==> config.mk <==
export PLATFORM = sky130hd
export DESIGN_NAME = evt_stream_parser
export DESIGN_NICKNAME = d
export VERILOG_FILES = /design/src/rtl/evt_parse_pkg.sv /design/src/rtl/evt_parse_ctrl.sv /design/src/rtl/evt_parse_dp.sv /design/src/rtl/evt_stream_parser.sv
export SDC_FILE = /design/constraint.sdc
export NUM_CORES = 1
export LEC_CHECK = 0
export BUFFER_PORTS_ARGS = -buffer_cell sky130_fd_sc_hd__buf_4
export CAP_MARGIN = 5
export CORE_AREA = 2 2 172 216
export DETAILED_ROUTE_END_ITERATION = 7
export DIE_AREA = 0 0 174 218
export PLACE_DENSITY = 0.84
export SYNTH_ARGS = -nofsm -noshare
export SYNTH_HDL_FRONTEND = slang
export SYNTH_SLANG_ARGS = --single-unit
==> constraint.sdc <==
create_clock -name clk -period 3.81 [get_ports clk]
set_clock_uncertainty 0.2 [all_clocks]
set_input_delay 0.1905 -clock clk [delete_from_list [all_inputs] [get_ports clk]]
set_output_delay 0.1905 -clock clk [all_outputs]
set_load 0.03 [all_outputs]
==> src/rtl/evt_parse_pkg.sv <==
package evt_parse_pkg;

  localparam logic [7:0] MK_EVT   = 8'hB0;
  localparam logic [7:0] MK_CHIP  = 8'hB4;
  localparam logic [7:0] MK_GOOD  = 8'hA3;
  localparam logic [7:0] MK_BAD   = 8'hC3;
  localparam logic [7:0] MK_TRAIL = 8'hA0;

  localparam int ID_W    = 8;
  localparam int CNT_W   = 32;
  localparam int ABS_W   = 48;
  localparam int BB_W    = 24;
  localparam int CHDR_W  = 8;
  localparam int BCID_W  = 24;
  localparam int DATA_W  = 128;

  localparam int HDR_BITS  = ID_W + 3 * CNT_W + ABS_W + BB_W;
  localparam int REC_BITS  = CHDR_W + BCID_W + DATA_W;
  localparam int HDR_BYTES = HDR_BITS / 8;
  localparam int REC_BYTES = REC_BITS / 8;
  localparam int BYTE_CW   = $clog2(HDR_BYTES);

  typedef enum logic [2:0] {
    S_IDLE, S_GHDR, S_SEC, S_RSTART, S_RBODY, S_CRCH, S_CRCL
  } state_t;

  typedef struct packed {
    logic crcInit;
    logic crcUpd;
    logic shift;
    logic byteClr;
    logic byteInc;
    logic hdrLoad;
    logic hitLoad;
    logic recClr;
    logic chipClr;
    logic frameEnd;
    logic crcHiLoad;
    logic evtEnd;
    logic fmtErr;
  } strobe_t;

  function automatic logic [15:0] crcStep(input logic [15:0] c, input logic [7:0] d);
    logic [15:0] r;
    logic fb;
    r = c;
    for (int i = 7; i >= 0; i--) begin
      fb = r[15] ^ d[i];
      r = {r[14:0], 1'b0};
      if (fb) r = r ^ 16'h1021;
    end
    return r;
  endfunction

endpackage

==> src/rtl/evt_parse_ctrl.sv <==
module evt_parse_ctrl
  import evt_parse_pkg::*;
(
  input  logic       clk,
  input  logic       rstN,
  input  logic       acc,
  input  logic [7:0] inData,
  input  logic       hdrLastByte,
  input  logic       recLastByte,
  input  logic       recFull,
  input  logic       chipFull,
  output strobe_t    strb
);

  state_t state, nxt;

  always_comb begin
    nxt  = state;
    strb = '0;
    if (acc) begin
      unique case (state)
        S_IDLE: begin
          if (inData == MK_EVT) begin
            strb.crcInit = 1'b1;
            strb.byteClr = 1'b1;
            strb.chipClr = 1'b1;
            nxt = S_GHDR;
          end
        end
        S_GHDR: begin
          strb.crcUpd  = 1'b1;
          strb.shift   = 1'b1;
          strb.byteInc = 1'b1;
          if (hdrLastByte) begin
            strb.hdrLoad = 1'b1;
            nxt = S_SEC;
          end
        end
        S_SEC: begin
          if (inData == MK_CHIP && !chipFull) begin
            strb.crcUpd  = 1'b1;
            strb.recClr  = 1'b1;
            strb.byteClr = 1'b1;
            nxt = S_RSTART;
          end else if (inData == MK_TRAIL) begin
            strb.crcUpd = 1'b1;
            nxt = S_CRCH;
          end else begin
            strb.fmtErr = 1'b1;
            nxt = S_IDLE;
          end
        end
        S_RSTART: begin
          if (inData == MK_GOOD || inData == MK_BAD) begin
            strb.crcUpd   = 1'b1;
            strb.frameEnd = 1'b1;
            nxt = S_SEC;
          end else if (recFull) begin
            strb.fmtErr = 1'b1;
            nxt = S_IDLE;
          end else begin
            strb.crcUpd  = 1'b1;
            strb.shift   = 1'b1;
            strb.byteInc = 1'b1;
            nxt = S_RBODY;
          end
        end
        S_RBODY: begin
          strb.crcUpd  = 1'b1;
          strb.shift   = 1'b1;
          strb.byteInc = 1'b1;
          if (recLastByte) begin
            strb.hitLoad = 1'b1;
            strb.byteClr = 1'b1;
            nxt = S_RSTART;
          end
        end
        S_CRCH: begin
          strb.crcHiLoad = 1'b1;
          nxt = S_CRCL;
        end
        S_CRCL: begin
          strb.evtEnd = 1'b1;
          nxt = S_IDLE;
        end
        default: nxt = S_IDLE;
      endcase
    end
  end

  always_ff @(posedge clk) begin
    if (!rstN) state <= S_IDLE;
    else       state <= nxt;
  end


  rec_limit_chk: assert property (@(posedge clk) disable iff (!rstN)
    strb.hitLoad |-> !recFull);


  chip_limit_chk: assert property (@(posedge clk) disable iff (!rstN)
    strb.frameEnd |-> !chipFull);


  fmt_idle_chk: assert property (@(posedge clk) disable iff (!rstN)
    strb.fmtErr |=> (state == S_IDLE));

endmodule

==> src/rtl/evt_parse_dp.sv <==
module evt_parse_dp
  import evt_parse_pkg::*;
#(
  parameter int MAX_RECS  = 128,
  parameter int MAX_CHIPS = 48,
  parameter int REC_W     = $clog2(MAX_RECS + 1),
  parameter int CHIP_W    = $clog2(MAX_CHIPS + 1)
) (
  input  logic                clk,
  input  logic                rstN,
  input  strobe_t             strb,
  input  logic [7:0]          inData,
  output logic                hdrLastByte,
  output logic                recLastByte,
  output logic                recFull,
  output logic                chipFull,
  output logic                hdrValid,
  output logic [ID_W-1:0]     hdrBoardId,
  output logic [CNT_W-1:0]    hdrBoardTrig,
  output logic [CNT_W-1:0]    hdrBusyCnt,
  output logic [CNT_W-1:0]    hdrGlobTrig,
  output logic [ABS_W-1:0]    hdrAbsBcid,
  output logic [BB_W-1:0]     hdrBoardBcid,
  output logic                hitValid,
  output logic [CHIP_W-1:0]   hitChip,
  output logic [CHDR_W-1:0]   hitHeader,
  output logic [BCID_W-1:0]   hitBcid,
  output logic [DATA_W-1:0]   hitData,
  output logic                frameDone,
  output logic [CHIP_W-1:0]   frameChip,
  output logic                frameBad,
  output logic                evtDone,
  output logic                evtCrcOk,
  output logic [CHIP_W-1:0]   evtChips,
  output logic                evtAnyBad,
  output logic                fmtErr
);

  logic [HDR_BITS-1:0] sr, nextSr;
  logic [BYTE_CW-1:0]  byteCnt;
  logic [REC_W-1:0]    recCnt;
  logic [CHIP_W-1:0]   chipCnt;
  logic [15:0]         crc;
  logic [7:0]          crcHi;
  logic                anyBad;

  assign nextSr      = {sr[HDR_BITS-9:0], inData};
  assign hdrLastByte = (byteCnt == BYTE_CW'(HDR_BYTES - 1));
  assign recLastByte = (byteCnt == BYTE_CW'(REC_BYTES - 1));
  assign recFull     = (recCnt == REC_W'(MAX_RECS));
  assign chipFull    = (chipCnt == CHIP_W'(MAX_CHIPS));

  always_ff @(posedge clk) begin
    if (!rstN) begin
      sr <= '0; byteCnt <= '0; recCnt <= '0; chipCnt <= '0;
      crc <= 16'hFFFF; crcHi <= '0; anyBad <= 1'b0;
      hdrValid <= 1'b0; hdrBoardId <= '0; hdrBoardTrig <= '0; hdrBusyCnt <= '0;
      hdrGlobTrig <= '0; hdrAbsBcid <= '0; hdrBoardBcid <= '0;
      hitValid <= 1'b0; hitChip <= '0; hitHeader <= '0; hitBcid <= '0; hitData <= '0;
      frameDone <= 1'b0; frameChip <= '0; frameBad <= 1'b0;
      evtDone <= 1'b0; evtCrcOk <= 1'b0; evtChips <= '0; evtAnyBad <= 1'b0;
      fmtErr <= 1'b0;
    end else begin
      hdrValid  <= 1'b0;
      hitValid  <= 1'b0;
      frameDone <= 1'b0;
      evtDone   <= 1'b0;
      fmtErr    <= strb.fmtErr;

      if (strb.crcInit)     crc <= crcStep(16'hFFFF, inData);
      else if (strb.crcUpd) crc <= crcStep(crc, inData);

      if (strb.shift) sr <= nextSr;

      if (strb.byteClr)      byteCnt <= '0;
      else if (strb.byteInc) byteCnt <= byteCnt + 1'b1;

      if (strb.recClr)       recCnt <= '0;
      else if (strb.hitLoad) recCnt <= recCnt + 1'b1;

      if (strb.hdrLoad) begin
        hdrValid <= 1'b1;
        {hdrBoardId, hdrBoardTrig, hdrBusyCnt, hdrGlobTrig, hdrAbsBcid, hdrBoardBcid} <= nextSr;
      end

      if (strb.hitLoad) begin
        hitValid <= 1'b1;
        hitChip  <= chipCnt;
        {hitHeader, hitBcid, hitData} <= nextSr[REC_BITS-1:0];
      end

      if (strb.chipClr) begin
        chipCnt <= '0;
        anyBad  <= 1'b0;
      end else if (strb.frameEnd) begin
        chipCnt   <= chipCnt + 1'b1;
        frameDone <= 1'b1;
        frameChip <= chipCnt;
        frameBad  <= (inData == MK_BAD);
        if (inData == MK_BAD) anyBad <= 1'b1;
      end

      if (strb.crcHiLoad) crcHi <= inData;

      if (strb.evtEnd) begin
        evtDone   <= 1'b1;
        evtCrcOk  <= ({crcHi, inData} == crc);
        evtChips  <= chipCnt;
        evtAnyBad <= anyBad;
      end
    end
  end


  hit_cnt_chk: assert property (@(posedge clk) disable iff (!rstN)
    hitValid |-> (recCnt != '0));


  evt_excl_chk: assert property (@(posedge clk) disable iff (!rstN)
    evtDone |-> (!hitValid && !hdrValid && !frameDone));


  frame_idx_chk: assert property (@(posedge clk) disable iff (!rstN)
    frameDone |-> (frameChip < CHIP_W'(MAX_CHIPS)));

endmodule

==> src/rtl/evt_stream_parser.sv <==
module evt_stream_parser
  import evt_parse_pkg::*;
#(
  parameter int MAX_RECS  = 128,
  parameter int MAX_CHIPS = 48,
  localparam int REC_W    = $clog2(MAX_RECS + 1),
  localparam int CHIP_W   = $clog2(MAX_CHIPS + 1)
) (
  input  logic               clk,
  input  logic               rstN,
  input  logic               inValid,
  input  logic [7:0]         inData,
  output logic               inReady,
  output logic               hdrValid,
  output logic [7:0]         hdrBoardId,
  output logic [31:0]        hdrBoardTrig,
  output logic [31:0]        hdrBusyCnt,
  output logic [31:0]        hdrGlobTrig,
  output logic [47:0]        hdrAbsBcid,
  output logic [23:0]        hdrBoardBcid,
  output logic               hitValid,
  output logic [CHIP_W-1:0]  hitChip,
  output logic [7:0]         hitHeader,
  output logic [23:0]        hitBcid,
  output logic [127:0]       hitData,
  output logic               frameDone,
  output logic [CHIP_W-1:0]  frameChip,
  output logic               frameBad,
  output logic               evtDone,
  output logic               evtCrcOk,
  output logic [CHIP_W-1:0]  evtChips,
  output logic               evtAnyBad,
  output logic               fmtErr
);

  strobe_t strb;
  logic hdrLastByte, recLastByte, recFull, chipFull;
  logic acc;

  always_ff @(posedge clk) begin
    if (!rstN) inReady <= 1'b0;
    else       inReady <= 1'b1;
  end

  assign acc = inValid & inReady;

  evt_parse_ctrl u_ctrl (
    .clk(clk), .rstN(rstN), .acc(acc), .inData(inData),
    .hdrLastByte(hdrLastByte), .recLastByte(recLastByte),
    .recFull(recFull), .chipFull(chipFull), .strb(strb)
  );

  evt_parse_dp #(
    .MAX_RECS(MAX_RECS), .MAX_CHIPS(MAX_CHIPS), .REC_W(REC_W), .CHIP_W(CHIP_W)
  ) u_dp (
    .clk(clk), .rstN(rstN), .strb(strb), .inData(inData),
    .hdrLastByte(hdrLastByte), .recLastByte(recLastByte),
    .recFull(recFull), .chipFull(chipFull),
    .hdrValid(hdrValid), .hdrBoardId(hdrBoardId), .hdrBoardTrig(hdrBoardTrig),
    .hdrBusyCnt(hdrBusyCnt), .hdrGlobTrig(hdrGlobTrig), .hdrAbsBcid(hdrAbsBcid),
    .hdrBoardBcid(hdrBoardBcid),
    .hitValid(hitValid), .hitChip(hitChip), .hitHeader(hitHeader),
    .hitBcid(hitBcid), .hitData(hitData),
    .frameDone(frameDone), .frameChip(frameChip), .frameBad(frameBad),
    .evtDone(evtDone), .evtCrcOk(evtCrcOk), .evtChips(evtChips),
    .evtAnyBad(evtAnyBad), .fmtErr(fmtErr)
  );


  ready_hold_chk: assert property (@(posedge clk) disable iff (!rstN)
    inReady |=> inReady);


  pulse_excl_chk: assert property (@(posedge clk) disable iff (!rstN)
    fmtErr |-> (!evtDone && !hitValid && !hdrValid));

endmodule

==> run_results.csv <==
group,metric,value,unit
sta,rsz0062_at_grt,"no",
power_and_ir_drop,ir_drop,0.313,mV
clock_tree,clkTransAtPathRegs,0.06,ns
flow_run,maxCapViolCount,0,
sta,finalMaxSlewViolations,0,
min_path,hold_path.startpoint,"rstN",
synth,syn-num-nets,2467,
finish,fill_cells,2612,
setup_path,r2r_start,"u_dp.byteCnt[0]",
synth,ys_warn_count,0,
global_route,overflow,0,
run_status,status,"finished, final reports clean",
synth,synth.distinct_cells,58,
placement,portBuffers,373,
drt,drt-initial-drc-count,1758,
clock_tree,postCtsSetupBuffers,0,
drt,drtAntennaViolNets,0,
synth,synthesis.instances,2450,
power_and_ir_drop,power.leakage,9.47,nW
synth,synthArstFlopShare,0,%
synth,syn_area,0.0212,sq mm
finish,num_antenna_cells,0,
setup_path,cp.required,4.01,ns
setup_path,crit_buf_inv,1,
sta,slew_headroom,19.2,%
clock_tree,cts.htree.levels,2,
finish,finalNetCount,2740,
setup_path,start_kind,"register",
drt,wirelength,59.3,mm
sta,finalSetupTns,0,ns
floorplanning,die-area,0.0379,sq mm
sta,fmax,0.339,GHz
setup_path,startpoint,"u_dp.byteCnt[0]",
drt,num_vias,18300,
sta,hold_viol,0,
global_route,track_usage,29.7,%
clock_tree,cts_tree,"yes",
finish,final_common_cell,"nand2_1",
sta,holdWs,0.0386,ns
floorplanning,core,0.0359,sq mm
clock_tree,cts_sinks,578,
setup_path,critPathMaxFanout,91,
sta,finalSetupViolations,0,
placement,dp_hpwl,37.5,mm
power_and_ir_drop,power.density,455,mW/mm^2
sta,finalCritPeriodShare,77.4,%
setup_path,path_cells,"ha_1 > nand4b_1 > or4_4 > buf_12 > nand2_1 > a21oi_1",
drt,dr.pass1.iters,6,
finish,drive_gt1_share,17.9,%
clock_tree,cts_made_buffers,52,
floorplanning,initial_core_util,59.0,%
floorplanning,die_width,174,um
synth,yosysSeqAreaShare,54.6,%
floorplanning,fp-row-count,78,
setup_path,slowest_delay,0.97,ns
placement,dp_cells,3141,
setup_path,critPathArrivalTime,3.15,ns
setup_path,path_delay_family,"simple AND/OR/NAND/NOR gates",
global_route,grt_start_max_net_pins,201,
synth,synth-edff-count,0,
clock_tree,ctsResizeCount,0,
synth,ys_seq_elements,578,
power_and_ir_drop,power,0.0118,W
global_route,first_global_vias,17400,
floorplanning,io_pins,374,
clock_tree,clockBufferDepth,3,
floorplanning,die-height,218,um
placement,gp_congestion,0.860,
finish,fin_cells,3244,
setup_path,end_kind,"register",
synth,avgSynthCellArea,8.65,sq um
min_path,holdCritPathClass,"input pin to register",
global_route,antenna_found_initial,0,
synth,synth-main-ff-cell,"dfxtp_1",
global_route,grt_pass1_wl,91.9,mm
drt,drc_errors,0,
clock_tree,cts-root-buf,"clkbuf_16",
sta,worst_slew_pin_slew,1.21,ns
finish,final_cell_mix,"892 x nand2_1, 578 x dfxtp_1, 378 x buf_4",
setup_path,cp_slowest_cell,"or4_4",
clock_tree,insertion_delay,0.58,ns
setup_path,critPathKind,"register to register",
sta,fin_crit,2.95,ns
finish,area_delta_synth_final,22.7,%
drt,viasPerCell,5.65,
drt,wl_per_cell,18.3,um
==> final timing paths <==
| check | to | slack, ns | cells after the start |
|---|---|---|---|
| setup / recovery | u_dp.hdrBusyCnt[12] | 0.86 | 6 |
| hold / removal | inReady | 0.04 | 2 |
| setup reg to reg | u_dp.hdrBusyCnt[12] | 0.86 | 6 |
| hold reg to reg | u_dp.hdrAbsBcid[9] | 0.25 | 2 |
==> kinds of logic (layout without fill, tap and decap cells) <==
logic type,after synthesis,after routing,share of synthesized area [%]
buffers and inverters,186,500,4.05
XOR/XNOR,56,56,2.45
AO/OA/AOI/OAI,408,408,10.2
AND/OR/NAND/NOR,1032,1032,19.7
flip-flops,578,578,54.6
adder cells (fa/ha/maj),6,6,0.354
multiplexers,184,184,8.69
==> synth_stat cells (3+ instances only) <==
cell | instances | area (sq um)
nor4b_2 | 3 | 45.0
nand3_1 | 23 | 115
buf_6 | 14 | 158
or2_2 | 5 | 31.3
nand2_1 | 892 | 3350
inv_1 | 7 | 26.3
o21ai_1 | 4 | 20.0
o311ai_1 | 7 | 61.3
ha_1 | 6 | 75.1
mux2i_1 | 184 | 1840
o21ai_0 | 10 | 50.1
o211ai_1 | 3 | 22.5
dfxtp_1 | 578 | 11600
and3_1 | 8 | 50.1
or4_1 | 3 | 22.5
nor4_1 | 3 | 18.8
nor3_1 | 12 | 60.1
a21oi_1 | 363 | 1820
a31oi_1 | 3 | 18.8
buf_4 | 3 | 22.5
xnor2_1 | 42 | 368
buf_1 | 5 | 18.8
nor3b_1 | 3 | 22.5
clkbuf_1 | 121 | 454
nor2_1 | 45 | 169
xor2_1 | 12 | 105
a311oi_1 | 4 | 35.0
buf_2 | 36 | 180
and2_1 | 7 | 43.8
nand4_1 | 8 | 50.1
==> power by group <==
| group | internal [W] | total [W] | switching [W] | leakage (nW) |
|---|---|---|---|---|
| Combinational | 0.0000543 | 0.000213 | 0.000159 | 3.92 |
| Clock | 0.00331 | 0.00557 | 0.00226 | 0.905 |
| Sequential | 0.00604 | 0.00604 | 0.00000119 | 4.65 |
==> layout make-up <==
type / instances / area (sq um) / area share [%]
clock buffers: 81 / 1610 / 6.20
clock inverters: 14 / 236 / 0.909
inverters: 7 / 33.8 / 0.130
multi-input cells: 1686 / 8810 / 33.9
flip-flops and latches: 578 / 11600 / 44.5
well taps: 480 / 601 / 2.31
repair buffers: 398 / 3150 / 12.1
==> worst reg2reg max path: cells and delay by family, from the launching register on <==
kind | cells | cell delay, ns
AND/OR/NAND/NOR | 3 | 1.48
buffers and inverters | 1 | 0.44
flip-flops | 1 | 0.42
adder cells (fa/ha/maj) | 1 | 0.18
AO/OA/AOI/OAI | 1 | 0.07
==> through the flow <==
step | instance area, sq um | worst slack (ns) | util [%]
3_5_place_dp | 24100 | 1.00 | 67.1
4_1_cts | 26000 | 1.00 | 72.4
3_3_place_gp | 24100 | 1.09 | 67.1
5_1_grt | 26000 | 0.764 | 72.4
2_1_floorplan | 21200 | 1.43 | -
6_report | 26000 | 0.860 | 72.4
==> registers in the layout (all words and copies together), names as in the netlist, 8 cells and up <==
name / count
u_dp.hdrBoardId: 8
u_dp.hdrBusyCnt: 32
u_dp.recCnt: 8
u_dp.sr: 168
u_dp.crc: 16
u_dp.hitBcid: 24
u_dp.crcHi: 8
u_dp.hitHeader: 8
u_dp.hdrGlobTrig: 32
u_dp.hdrBoardTrig: 32
u_dp.hdrBoardBcid: 24
u_dp.hitData: 128
u_dp.hdrAbsBcid: 48
==> layer usage <==
layer	vias up	share of wire [%]	global-route usage, %
met5	-	0	0
met4	0	4.7	14.6
met1	8776	37	34.6
li1	8598	-	-
met3	155	6.8	5.21
met2	794	51	52.8
==> what timing repair did <==
item,4_1_cts,5_1_grt
hold buffers,8,0
hold endpoints to repair,34,0
endpoints found under the setup margin,0,0
No activity file was read; power rests on OpenSTA's default activity.
